--- src/rtl/banked_level_intc.sv ---
module banked_level_intc #(
  parameter int NUM_WORDS = 2,
  parameter int NUM_CPUS  = 2,
  localparam int SRC_W  = NUM_WORDS * 32,
  localparam int CPU_W  = (NUM_CPUS > 1) ? $clog2(NUM_CPUS) : 1,
  localparam int ADDR_W = $clog2(4 * NUM_WORDS)
) (
  input  logic                clk,
  input  logic                rst_n,
  input  logic [SRC_W-1:0]    src_level,
  input  logic                bus_en,
  input  logic                bus_we,
  input  logic [CPU_W-1:0]    bus_cpu,
  input  logic [ADDR_W-1:0]   bus_addr,
  input  logic [31:0]         bus_wdata,
  output logic [31:0]         bus_rdata,
  output logic                bus_rvalid,
  output logic [NUM_CPUS-1:0] cpu_irq
);

  localparam int WIDX_W = (NUM_WORDS > 1) ? $clog2(NUM_WORDS) : 1;
  localparam logic [1:0] GRP_STAT  = 2'd0;
  localparam logic [1:0] GRP_MSTAT = 2'd1;
  localparam logic [1:0] GRP_SET   = 2'd2;
  localparam logic [1:0] GRP_CLR   = 2'd3;

  logic [NUM_WORDS-1:0][31:0] src_w;
  logic [NUM_WORDS-1:0][31:0] mask_q [NUM_CPUS];
  logic                       irq_q  [NUM_CPUS];
  logic [1:0]                 grp;
  logic [WIDX_W-1:0]          widx;
  logic                       in_range;
  logic                       wr_req;
  logic                       rd_req;
  logic [31:0]                rd_next;

  assign src_w  = src_level;
  assign wr_req = bus_en && bus_we && in_range;
  assign rd_req = bus_en && !bus_we;

  always_comb begin
    in_range = int'(bus_addr) < 4 * NUM_WORDS;
    grp      = 2'(int'(bus_addr) / NUM_WORDS);
    widx     = WIDX_W'(int'(bus_addr) % NUM_WORDS);
  end

  for (genvar c = 0; c < NUM_CPUS; c++) begin : g_bank
    logic [NUM_WORDS-1:0][31:0] live;
    logic                       hit;

    assign live = src_w & ~mask_q[c];
    assign hit  = wr_req && (int'(bus_cpu) == c);

    always_ff @(posedge clk or negedge rst_n) begin
      if (!rst_n) begin
        mask_q[c] <= '1;
      end else if (hit) begin
        if (grp == GRP_SET)
          mask_q[c][widx] <= mask_q[c][widx] | bus_wdata;
        else if (grp == GRP_CLR)
          mask_q[c][widx] <= mask_q[c][widx] & ~bus_wdata;
      end
    end

    always_ff @(posedge clk or negedge rst_n) begin
      if (!rst_n) irq_q[c] <= 1'b0;
      else        irq_q[c] <= |live;
    end

    assign cpu_irq[c] = irq_q[c];

    // a bank not addressed by a write keeps its mask
    assert_bank_isolated_R6: assert property (@(posedge clk) disable iff (!rst_n)
      !(bus_en && bus_we && int'(bus_cpu) == c) |=> $stable(mask_q[c]));

    // no source high means the line drops at the next edge
    assert_quiet_line_R7: assert property (@(posedge clk) disable iff (!rst_n)
      (src_level == '0) |=> !cpu_irq[c]);

    for (genvar w = 0; w < NUM_WORDS; w++) begin : g_word
      assert_set_ones_R4: assert property (@(posedge clk) disable iff (!rst_n)
        (bus_en && bus_we && int'(bus_cpu) == c && int'(bus_addr) == 2 * NUM_WORDS + w)
        |=> ((mask_q[c][w] & $past(bus_wdata)) == $past(bus_wdata)));

      assert_clear_ones_R5: assert property (@(posedge clk) disable iff (!rst_n)
        (bus_en && bus_we && int'(bus_cpu) == c && int'(bus_addr) == 3 * NUM_WORDS + w)
        |=> ((mask_q[c][w] & $past(bus_wdata)) == 32'd0));
    end
  end

  always_comb begin
    rd_next = '0;
    if (in_range) begin
      case (grp)
        GRP_STAT:  rd_next = src_w[widx];
        GRP_MSTAT: begin
          for (int c = 0; c < NUM_CPUS; c++)
            if (int'(bus_cpu) == c) rd_next = mask_q[c][widx];
        end
        default:   rd_next = '0;
      endcase
    end
  end

  always_ff @(posedge clk or negedge rst_n) begin
    if (!rst_n) begin
      bus_rdata  <= '0;
      bus_rvalid <= 1'b0;
    end else begin
      bus_rvalid <= rd_req;
      if (rd_req) bus_rdata <= rd_next;
    end
  end

  // mask-port reads return zero
  assert_port_reads_zero_R8: assert property (@(posedge clk) disable iff (!rst_n)
    (rd_req && int'(bus_addr) >= 2 * NUM_WORDS) |=> (bus_rdata == 32'd0));

  // one strobe per read request
  assert_rvalid_follows_R9: assert property (@(posedge clk) disable iff (!rst_n)
    rd_req |=> bus_rvalid);
  assert_rvalid_idle_R9: assert property (@(posedge clk) disable iff (!rst_n)
    !rd_req |=> !bus_rvalid);

endmodule

--- config.mk ---
export PLATFORM = sky130hd
export DESIGN_NAME = banked_level_intc
export DESIGN_NICKNAME = d
export VERILOG_FILES = /design/src/rtl/banked_level_intc.sv
export SDC_FILE = /design/constraint.sdc
export NUM_CORES = 1
export LEC_CHECK = 0
export ABC_CLOCK_PERIOD_IN_PS = 3300
export CORE_AREA = 8 8 156 158
export DETAILED_ROUTE_END_ITERATION = 12
export DIE_AREA = 0 0 164 166
export DONT_BUFFER_PORTS = 1
export GPL_TIMING_DRIVEN = 0
export PLACE_DENSITY = 0.57
export SLEW_MARGIN = 20
export SYNTH_ARGS = -nofsm -noshare
export SYNTH_HDL_FRONTEND = slang
export SYNTH_SLANG_ARGS = --single-unit
--- constraint.sdc ---
create_clock -name clk -period 3.3 [get_ports clk]
set_input_delay 0.33 -clock clk [delete_from_list [all_inputs] [get_ports clk]]
set_output_delay 0.33 -clock clk [all_outputs]
set_load 0.02 [all_outputs]
After elaboration in Yosys (flattened, before gate mapping)

Cells that the tools add are included.

Logic and storage cells: 53
Register bits after elaboration: 163
Output and inout bits: 35
Bits of input ports: 104

Reductions and logical operators: 12
Magnitude comparators: 2
Eq/ne operators: 3
Bitwise operators: 10
Multiplexer cells: 18

Operator list:

| cell                                                     | count |
|---|---|
| bitwise mux 64 bit                                       | 4 |
| two-way mux 32 bit                                       | 8 |
| two-way mux 64 bit                                       | 4 |
| bitwise AND 64 bit                                       | 2 |
| inverter 64 bit                                          | 2 |
| OR reduction 64 bit                                      | 2 |
| bitwise AND 32 bit                                       | 2 |
| OR 32 bit                                                | 2 |
| case mux 32 bit (2 select lines)                         | 1 |
| demux 32 bit (select 1 bit)                              | 1 |
| inverter 32 bit                                          | 1 |
| logical AND 1 bit                                        | 5 |
| equality test 2 bit, second input constant               | 2 |
| AND reduction 2 bit                                      | 2 |
| equality test 2 x 1 -> 1 bit, second input constant      | 1 |
| zero test 2 bit                                          | 1 |
| < comparator 1 x 2 -> 1 bit, second input constant       | 1 |
| nonzero test 2 bit                                       | 1 |
| greater-or-equal comparator 1 bit, second input constant | 1 |
| zero test 1 bit                                          | 1 |
| inverter 1 bit                                           | 1 |

Depth between registers and ports, before layout

Gate-level depths: netlist of run 1.

Word-level depth: 7
Mapped depth: 7
Depth with buffers taken out: 4

Worst setup path before layout of run 1

Ideal clock, no wire load.

Path type: input -> register
Start point: in bus_addr[0]
End point: reg bus_rdata[17]
Slack: 1.908 ns
Path buffers: 3
Arrival: 1.282 ns
Required time: 3.190 ns
Cell stages on the path: 6
Library setup time: 0.110 ns
Path through: buf_6 -> buf_6 -> clkbuf_1 -> o21ai_0 -> o21ai_1 -> o41ai_1

Longest elaborated chain between the ends: 4
Elaborated cells on any way between the ends: 8

RTL lines:

| what                                                   | RTL line | source |
|---|---|---|
| from (decl)                                            | 14       | `input logic [ADDR_W-1:0] bus_addr,` |
| two-way mux 32 bit (implied by the code) (2 in series) | 98       | `if (int'(bus_cpu) == c) rd_next = mask_q[c][widx];` |
| two-way mux 32 bit                                     | 98       |  |
| case mux 32 bit (2 select lines) *                     | 94       | `case (grp)` |
| to (signal assigned)                                   | 111      | `if (rd_req) bus_rdata <= rd_next;` |
| to (decl)                                              | 16       | `output logic [31:0] bus_rdata,` |

Every way passes the cells marked *; elsewhere a longest branch is shown, timed or not. The select of a mux whose other input is x is not followed.
A chain may end at the register's enable or synchronous reset.

Worst setup path in the final report of run 1

Start point: reg mask_q[78] (netlist bit)
End point: reg irq_q (netlist bit cpu_irq[0])

Longest elaborated chain between the ends: 3

RTL lines:

| what                              | RTL line | source |
|---|---|---|
| from (decl)                       | 28       | `logic [NUM_WORDS-1:0][31:0] mask_q [NUM_CPUS];` |
| from (signal, indexed assignment) | 59       | `mask_q[c][widx] <= mask_q[c][widx] \| bus_wdata;` |
| from (signal, indexed assignment) | 61       | `mask_q[c][widx] <= mask_q[c][widx] & ~bus_wdata;` |
| inverter 64 bit                   | 51       | `assign live = src_w & ~mask_q[c];` |
| bitwise AND 64 bit                | 51       |  |
| OR reduction 64 bit               | 67       | `else irq_q[c] <= \|live;` |
| to (signal, indexed assignment)   | 67       |  |
| to (decl)                         | 29       | `logic irq_q [NUM_CPUS];` |

Every way passes these cells.

==> flow_summary.yaml, run 1 <==
yosys:
  synthFlopType: "dfstp_2"
  synthCells: 883
  synthSimpleGateAreaFrac_pct: 15.0
  synth_xor_area_share_pct: 0
  yosys_warnings: 0
  yosys_register_bits: 163
  synthArstFlopShare_pct: 100
  synthesis.area_um2: 9710
  ys_types: 31
  yosysSeqAreaShare_pct: 43.7
  synth_edf_count: 0
  synth.area.mux_share_pct: 26.7
  synth_top_family_by_area: "multiplexers"
  yosys.area_share.adder_pct: 0
  synth_compound_area_share_pct: 9.81
  synth_nets: 987
  synth.avg_cell_area_um2: 11.0
setup_path:
  critical_path_peak_fanout: 3
  r2r_cells: 4
  crit_path_start: "mask_q[78]$_DFFE_PN1P_"
  cp_data_required_time_ns: 3.55
  critPathCapture: "cpu_irq[0]$_DFF_PN0_"
  worstPathArrival_ns: 2.05
  slowest_stage: "dfstp_2"
  r2r_slack_ns: 1.50
  r2r-end: "cpu_irq[0]$_DFF_PN0_"
  crit_chain: "nand2b_1, o2111ai_1, nor4_1, nand4_1"
  r2r-start: "mask_q[78]$_DFFE_PN1P_"
  endpoint_kind: "register"
  critPathMaxStageDelay_ns: 0.55
  setup.worst_path.start_class: "register"
  path_class: "register to register"
final_layout:
  syn_to_final_growth_pct: 10.3
  fillers: 2073
  fin_cells: 1200
  stdcell_area_um2: 10700
  seq_area_um2: 4240
  layout.nets: 1006
  multi_input_area_um2: 5000
  final_util_pct: 48.5
  drive_above_1_share_pct: 35.8
  antennaDiodeCount: 0
die:
  dieArea_um2: 27200
  die_h_um: 166
  die_w_um: 164
  start_util_pct: 43.9
  ios: 139
  core_region_area_um2: 22100
  num_rows: 55
sta:
  max_freq_mhz: 557
  post-route-period-util_pct: 54.4
  finalHoldViolations: 130
  whs_ns: -0.409
  relSlewSlack_pct: 43.9
  report.final.slew_viol_count: 0
  min_period_ns: 1.80
  worst_clock_skew_ns: 0.00777
  finalSetupViolations: 0
  fin_tns_setup_ns: 0
  rsz0062_at_grt: "no"
  worst_pin_slew_ns: 0.842
power:
  pwr_density_cell_nw_per_um2: 534
  irDropWorstVdd_uv: 285
  p_leak_nw: 4.49
placed_design:
  dp_hpwl_um: 25900
  port_buffers: 0
  place_congestion: 0.971
  dpl_cell_area_um2: 10100
  placedCellCount: 1168
cts:
  cts_tree: "built"
  clock-sinks: 163
  cts_buffer_depth: 2
  clk_pin_slew_worst_paths_ns: 0.07
  cts_made_buffers: 17
  cts_htree_levels: 4
  cts_setup_buffers: 0
  clockRootBuffer: "clkbuf_16"
  cts_resized: 0
  clk_latency_ns: 0.44
route:
  routed_wl_um: 35200
  num_vias: 7178
  drc: 0
  ant_nets: 0
  via_per_inst: 5.98
  drtPass1Iterations: 7
  drtIter0Drc: 578
  wire_per_inst_um: 29.3
worst_hold_path:
  hp-class: "input port to asynchronous set/reset pin"
outcome:
  outcome: "complete, but fails checks"
  violations: "hold timing"
grt:
  met3_usage_pct: 11.0
  grt-ovfl-total: 0
  antenna_found_initial: 1
  grt-busiest-layer: "met2"
  met2_usage_pct: 40.7
  grt_usage_pct: 26.1
  met1_usage_pct: 31.7
  grt_pass1_wl_um: 51600
  grt_pass1_vias: 7592
  grt_max_degree: 164
run:
  drv_cap: 0
-- per-stage QoR --
stage               power [W]  setup slack, ns
finish                0.00571             1.50
global route          0.00591             1.49
CTS                   0.00572             1.55
detailed placement    0.00354             1.22
global placement      0.00353             1.27
floorplan             0.00323             1.91
-- Yosys cell counts (6+ instances only) --
master	count	share of area (%)
dfstp_2	128	35
o22ai_1	27	1.7
mux2i_1	32	3.3
mux2_4	60	9.3
nor2b_1	7	0.45
o21ai_0	6	0.31
mux2_2	60	7.0
nor4_1	8	0.52
nand2b_1	97	6.3
o2111ai_1	32	2.9
buf_4	12	0.93
buf_2	12	0.62
dfrtp_1	35	9.0
nand2_1	167	6.5
o21ai_1	31	1.6
clkbuf_1	21	0.81
mux2_1	62	7.2
buf_6	12	1.4
a211o_1	27	2.4
inv_1	21	0.81
-- layout make-up --
class                   count  share of cell area (%)
clock inverters            10                    1.37
plain buffers              60                    3.61
inverters                  22                   0.771
well taps                 285                    3.33
multi-input cells         638                    46.7
flip-flops and latches    163                    39.6
clock buffers              22                    4.62
-- flip-flops by register name (all words and copies together) (netlist names) --
name,cells
bus_rdata,32
bus_rvalid,1
mask_q,128
cpu_irq,2
-- per-layer routing --
metal	wire (um)	vias up	part of all wire, %
met4	967	2	2.7
li1	-	3155	-
met1	14300	3659	41
met5	12	-	0.034
met2	16300	299	46
met3	3640	63	10
-- layout by cell type, fill, tap and decap left out, drive strengths merged --
cell / Yosys / layout
a211o: 27 / 27
a211oi: 5 / 5
buf: 39 / 39
bufinv: 0 / 3
clkbuf: 21 / 43
clkinv: 0 / 5
clkinvlp: 0 / 1
dfrtp: 35 / 35
dfstp: 128 / 128
inv: 22 / 23
mux2: 182 / 182
mux2i: 32 / 32
nand2: 171 / 171
nand2b: 97 / 97
nand3: 1 / 1
nand4: 3 / 3
nor2: 2 / 2
nor2b: 7 / 7
nor3: 2 / 2
nor4: 8 / 8
o2111ai: 32 / 32
o21ai: 37 / 37
o22ai: 27 / 27
o41ai: 5 / 5
-- report_power, final --
group	internal [W]	total (W)	leakage (nW)	switching, W
clock	0.00130	0.00218	0.313	0.000883
sequential	0.00239	0.00265	1.78	0.000256
combinational	0.000446	0.000885	2.40	0.000439
-- worst max-delay path: cells and delay by family (launching register included) --
family / cells / cell delay [ns]
flip-flops: 1 / 0.55
AND/OR/NAND/NOR: 3 / 0.90
AO/OA/AOI/OAI: 1 / 0.15
-- kinds of logic (layout without fill, tap and decap cells) --
family	Yosys count	in the layout
AND/OR/NAND/NOR	291	291
flip-flops	163	163
multiplexers	214	214
AO/OA/AOI/OAI	133	133
buffers and inverters	82	114
-- worst min-delay path by stage --
| stage | end | slack [ns] | cells after the start |
|---|---|---|---|
| 2_1_floorplan | bus_rdata[0]$_DFFE_PN0P_ | 0.03 | 0 |
| 3_3_place_gp | bus_rdata[3]$_DFFE_PN0P_ | 0.05 | 0 |
| 3_5_place_dp | bus_rdata[3]$_DFFE_PN0P_ | 0.05 | 0 |
| 4_1_cts | bus_rdata[13]$_DFFE_PN0P_ | -0.42 | 0 |
| 5_1_grt | bus_rdata[3]$_DFFE_PN0P_ | -0.43 | 0 |
| 6_report | bus_rdata[3]$_DFFE_PN0P_ | -0.41 | 0 |
(Power assumes the default switching activity.)
==> run 2, diff against run 1 <==
Settings changed: ABC_AREA set to 1, ABC_CLOCK_PERIOD_IN_PS 3300 to 1500, CORE_AREA 8 8 156 158 to 8 8 159 161, DIE_AREA 0 0 164 166 to 0 0 167 169, PLACE_DENSITY 0.57 to 0.59.
Clock period 3.3 ns to 1.5 ns, I/O delays scaled along.
==> flow_summary.yaml, run 2 <==
yosys:
  synthFlopType: "dfstp_2"
  yosysSeqAreaShare_pct: 41.9
  synth_common_cells: "nand2_1, inv_1, o21ai_0, dfstp_2, nor2_1"
  ys_types: 25
  synth.area.mux_share_pct: 0
  synth_area_leaders: "dfstp_2, nand2_1, o21ai_0, dfrtp_1, inv_1"
  yosys_warnings: 0
  synthCells: 1534
  synth_top_area_share_pct: 33.3
  synth_xor_area_share_pct: 0
  yosys.area_share.adder_pct: 0
  synth_most_common_cell: "nand2_1"
  synthArstFlopShare_pct: 100
  synth_nets: 1638
  synth_area_leader_cell: "dfstp_2"
  yosys_register_bits: 163
  synth_edf_count: 0
  synthSimpleGateAreaFrac_pct: 29.3
  synthesis.area_um2: 10100
  synth.avg_cell_area_um2: 6.59
  synth_top_family_by_area: "simple AND/OR/NAND/NOR gates"
  synth_compound_area_share_pct: 16.8
cts:
  clk_pin_slew_worst_paths_ns: 0.07
  clock-sinks: 163
  cts_hold_buf: 42
  clockRootBuffer: "clkbuf_16"
  cts_tree: "built"
  clk_latency_ns: 0.43
  cts_buffer_depth: 2
  cts_made_buffers: 17
  cts_htree_levels: 4
sta:
  setup_ws_ns: -0.0126
  finalHoldViolations: 163
  whs_ns: -0.593
  relSlewSlack_pct: 39.3
  worst_pin_slew_ns: 0.910
  fin_tns_setup_ns: -0.0126
  report.final.slew_viol_count: 0
  rsz0062_at_grt: "yes"
  finalSetupViolations: 1
  worst_clock_skew_ns: 0.00921
  max_freq_mhz: 661
  post-route-period-util_pct: 101
  min_period_ns: 1.51
die:
  dieArea_um2: 28200
  start_util_pct: 44.1
  die_w_um: 167
  ios: 139
  core_region_area_um2: 22900
  num_rows: 56
  die_h_um: 169
route:
  wire_per_inst_um: 20.7
  drc: 0
  ant_nets: 0
  via_per_inst: 5.37
  num_vias: 10199
  drtIter0Drc: 1079
  drtPass1Iterations: 5
  routed_wl_um: 39300
grt:
  grt-ovfl-total: 0
  antenna_found_initial: 0
  grt_max_degree: 164
  grt_pass1_wl_um: 58700
  grt_usage_pct: 27.6
  grt_pass1_vias: 9623
setup_path:
  setup.worst_path.start_class: "register"
  cp_data_required_time_ns: 1.81
  path_class: "register to register"
  endpoint_kind: "register"
  worstPathArrival_ns: 1.82
  critical_path_peak_fanout: 2
  crit_path_start: "mask_q[27]$_DFFE_PN1P_"
  r2r-start: "mask_q[27]$_DFFE_PN1P_"
placed_design:
  place_congestion: 0.930
  placedCellCount: 1824
  port_buffers: 0
  dp_hpwl_um: 27200
power:
  irDropWorstVdd_uv: 702
  p_leak_nw: 5.52
  pwr_density_cell_nw_per_um2: 1240
  finalPower_w: 0.0144
outcome:
  violations: "hold timing, setup timing"
  outcome: "complete, but fails checks"
final_layout:
  layout_commonest_cell: "nand2_1"
  syn_to_final_growth_pct: 14.5
  antennaDiodeCount: 0
  fin_cells: 1900
  regMostFlops: "mask_q"
  final_util_pct: 50.5
  drive_above_1_share_pct: 14.0
  layout.nets: 1701
  layout_common_cells: "nand2_1, inv_1, o21ai_0"
  largest_reg_flops: 128
worst_hold_path:
  hp-class: "input port to asynchronous set/reset pin"
run:
  drv_cap: 0
==> run 2: changes by cell type after synthesis, moves of 32 or more <==
cell,before,now
o21ai_1,31,71
o2111ai_1,32,0
mux2_2,60,0
mux2_4,60,0
o21ai_0,6,178
inv_1,21,215
mux2_1,62,0
nor2_1,0,72
nand2b_1,97,0
a21oi_1,0,57
mux2i_1,32,0
nand2_1,167,617
nand3_1,0,37
==> run 2: worst max-delay path: stages, from the launching register on <==
cell and delay (ns):
dfstp_2 0.55, inv_2 0.04, nand2_2 0.05, nand4_1 0.17, nor2_2 0.22, nand2_1 0.08
nor2_2 0.17, nand2_2 0.09
==> run 2: final cells by class <==
cell class                 count  area [um^2]
sequential                   163         4240
clock inverter                11          176
multi-input combinational   1080         4700
inverter                     220          827
timing repair buffer          44          435
clock buffer                  21          450
fill                        2356        11300
tap                          290          363
buffer                        71          387
==> run 2: what timing repair did <==
item | 4_1_cts | 5_1_grt
resized for setup | 3 | 18
buffers inserted | 0 | 2
pin swaps | 1 | 8
setup endpoints to repair | 1 | 2
hold endpoints to repair | 292 | 163
==> run 2: layer usage <==
layer,wire (um),global-route usage (%),vias up
met3,4000,6.43,61
met1,16700,37.2,4727
met2,17500,43.2,496
met5,0,0,-
li1,-,-,4915
met4,1000,8.38,0
==> run 2: where the power goes <==
part           switching, W  internal (W)
registers          0.000663       0.00572
clock network       0.00195       0.00285
logic               0.00205       0.00111
total               0.00467       0.00969
==> run 2: cells by family after synthesis <==
group,after synthesis
AND/OR/NAND/NOR,752
AO/OA/AOI/OAI,328
buffers and inverters,291
flip-flops,163
==> run 2: worst paths after layout <==
check	to	slack, ns	depth (start not counted)
setup / recovery	cpu_irq[1]$_DFF_PN0_	-0.01	7
hold / removal	bus_rvalid$_DFF_PN0_	-0.59	0
setup reg to reg	cpu_irq[1]$_DFF_PN0_	-0.01	7
hold reg to reg	mask_q[61]$_DFFE_PN1P_	0.47	2
max in group asynchronous	mask_q[5]$_DFFE_PN1P_	1.80	0
min in group clk	bus_rdata[0]$_DFFE_PN0P_	0	4
==> run 2: metrics by stage <==
step | area, um^2 | setup WS (ns) | hold slack, ns
floorplan | 10100 | 0.393 | -0.146
global placement | 10500 | -0.0677 | -0.137
detailed placement | 10500 | -0.0665 | -0.137
CTS | 11500 | 0.0246 | -0.606
global route | 11600 | -0.0361 | -0.609
finish | 11600 | -0.0126 | -0.593
==> run 3, diff against run 2 <==
Settings changed: CELL_PAD_IN_SITES_DETAIL_PLACEMENT set to 1, CELL_PAD_IN_SITES_GLOBAL_PLACEMENT set to 2, CORE_AREA 8 8 159 161 to 8 8 187 189, DIE_AREA 0 0 167 169 to 0 0 195 197, PLACE_DENSITY 0.59 to 0.74, TNS_END_PERCENT set to 10.
==> flow_summary.yaml, run 3 (synthesis gave the netlist of run 2 again) <==
sta:
  post-route-period-util_pct: 98.6
  max_freq_mhz: 676
  min_period_ns: 1.48
  relSlewSlack_pct: 33.5
  report.final.slew_viol_count: 0
  finalHoldViolations: 163
  rsz0062_at_grt: "yes"
  finalSetupViolations: 0
  whs_ns: -0.593
  worst_clock_skew_ns: 0.00865
  worst_pin_slew_ns: 0.998
cts:
  clockRootBuffer: "clkbuf_16"
  cts_buffer_depth: 2
  clk_pin_slew_worst_paths_ns: 0.07
  cts_made_buffers: 17
  clock-sinks: 163
  clk_latency_ns: 0.45
  cts_tree: "built"
  cts_hold_buf: 64
  cts_htree_levels: 4
route:
  drtIter0Drc: 647
  wire_per_inst_um: 23.1
  via_per_inst: 5.13
  routed_wl_um: 47300
  drtPass1Iterations: 5
  num_vias: 10488
  ant_nets: 0
  drc: 0
die:
  die_h_um: 197
  die_w_um: 195
  core_region_area_um2: 32000
  ios: 139
  dieArea_um2: 38400
  num_rows: 66
  start_util_pct: 31.5
setup_path:
  setup.worst_path.start_class: "register"
  critPathMaxStageDelay_ns: 0.54
  r2r_cells: 7
  path_class: "register to register"
  r2r-start: "mask_q[26]$_DFFE_PN1P_"
  critPathBufInv: 1
  worstPathArrival_ns: 1.80
  cp_data_required_time_ns: 1.83
  crit_chain: "inv_1, nand2_1, nand4_1, nor2_2, nand2_2, nor2_4, nand2_2"
  endpoint_kind: "register"
  r2r-end: "cpu_irq[1]$_DFF_PN0_"
  r2r_slack_ns: 0.02
  cp.depth: 7
  critical_path.top_delay_family: "simple AND/OR/NAND/NOR gates"
  critical_path_peak_fanout: 2
  crit_path_start: "mask_q[26]$_DFFE_PN1P_"
  slowest_stage: "dfstp_2"
  crit_top_cell: "nand2_2"
  critPathCapture: "cpu_irq[1]$_DFF_PN0_"
grt:
  antenna_found_initial: 0
  grt_usage_pct: 24.5
  grt_pass1_wl_um: 69600
  grt_pass1_vias: 10873
  grt-ovfl-total: 0
  grt_max_degree: 164
final_layout:
  final_util_pct: 37.5
  syn_to_final_growth_pct: 18.7
  layout_common_cells: "nand2_1, inv_1, o21ai_0"
  layout.nets: 1726
  fin_cells: 2043
  antennaDiodeCount: 0
  regMostFlops: "mask_q"
  drive_above_1_share_pct: 14.6
  layout_commonest_cell: "nand2_1"
  fillers: 4125
  largest_reg_flops: 128
power:
  p_sw_w: 0.00486
  p_seq_share_pct: 44.1
  pwr_density_cell_nw_per_um2: 1210
  switching_share_pct: 33.5
  finalPower_w: 0.0145
  irDropWorstVdd_uv: 805
  internal_power_w: 0.00966
  p_leak_nw: 5.62
  combPwrFrac_pct: 23.5
  p_clk_share_pct: 32.5
outcome:
  violations: "hold timing"
  outcome: "complete, but fails checks"
placed_design:
  placedCellCount: 1942
  dp_hpwl_um: 32900
  place_congestion: 0.858
  port_buffers: 0
worst_hold_path:
  hp-class: "input port to asynchronous set/reset pin"
run:
  drv_cap: 0
## run 3: per-layer routing
metal / vias up / global-route usage, % / share of wire (%)
met1: 5174 / 32.0 / 45
met3: 71 / 5.34 / 6.1
li1: 4969 / - / -
met5: - / 0 / 0
met4: 0 / 8.42 / 2.7
met2: 274 / 39.8 / 46
## run 3: per-stage QoR
step	cell area, um^2	TNS, ns	setup WS (ns)
global route	12000	-0.00699	-0.00699
CTS	11900	-0.0102	-0.0102
detailed placement	10600	-6.89	-0.223
global placement	10600	-6.02	-0.235
finish	12000	0	0.0204
floorplan	10100	0	0.393
## run 3: cell type report
| class | count | area [um^2] | share of cell area (%) |
|---|---|---|---|
| Clock inverter | 8 | 124 | 1.03 |
| Inverter | 220 | 827 | 6.89 |
| Multi-Input combinational cell | 1080 | 4750 | 39.6 |
| Tap cell | 408 | 510 | 4.25 |
| Timing Repair Buffer | 69 | 678 | 5.65 |
| Clock buffer | 24 | 482 | 4.01 |
| Sequential cell | 163 | 4240 | 35.3 |
| Buffer | 71 | 387 | 3.22 |
## run 3: worst min-delay path by stage
| stage | start | end | cells after the start |
|---|---|---|---|
| final | rst_n | bus_rdata[7]$_DFFE_PN0P_ | 0 |
| after global routing | rst_n | bus_rdata[8]$_DFFE_PN0P_ | 0 |
| after CTS | rst_n | bus_rdata[7]$_DFFE_PN0P_ | 0 |
| after detailed placement | rst_n | bus_rdata[11]$_DFFE_PN0P_ | 0 |
| after global placement | rst_n | bus_rdata[11]$_DFFE_PN0P_ | 0 |
| after floorplan | rst_n | bus_rdata[0]$_DFFE_PN0P_ | 0 |
## run 3: worst reg2reg max path: stages (launching register included)
cell,delay [ns]
dfstp_2,0.54
inv_1,0.05
nand2_1,0.07
nand4_1,0.15
nor2_2,0.25
nand2_2,0.09
nor2_4,0.13
nand2_2,0.08
## run 3: power groups by stage
stage | Clock (W) | Sequential (W) | Combinational (W)
global placement | 0 | 0.00643 | 0.00299
CTS | 0.00483 | 0.00640 | 0.00330
floorplan | 0 | 0.00626 | 0.00221
detailed placement | 0 | 0.00646 | 0.00307
global route | 0.00494 | 0.00651 | 0.00388
finish | 0.00471 | 0.00640 | 0.00341
## run 3: repair_timing
item                                    CTS  global route
endpoints found under the setup margin    2             2
buffers inserted                          0             5
endpoints found under the hold margin   311           163
gates cloned                              0             0
resized for setup                         8            29
pin swaps                                 4            25
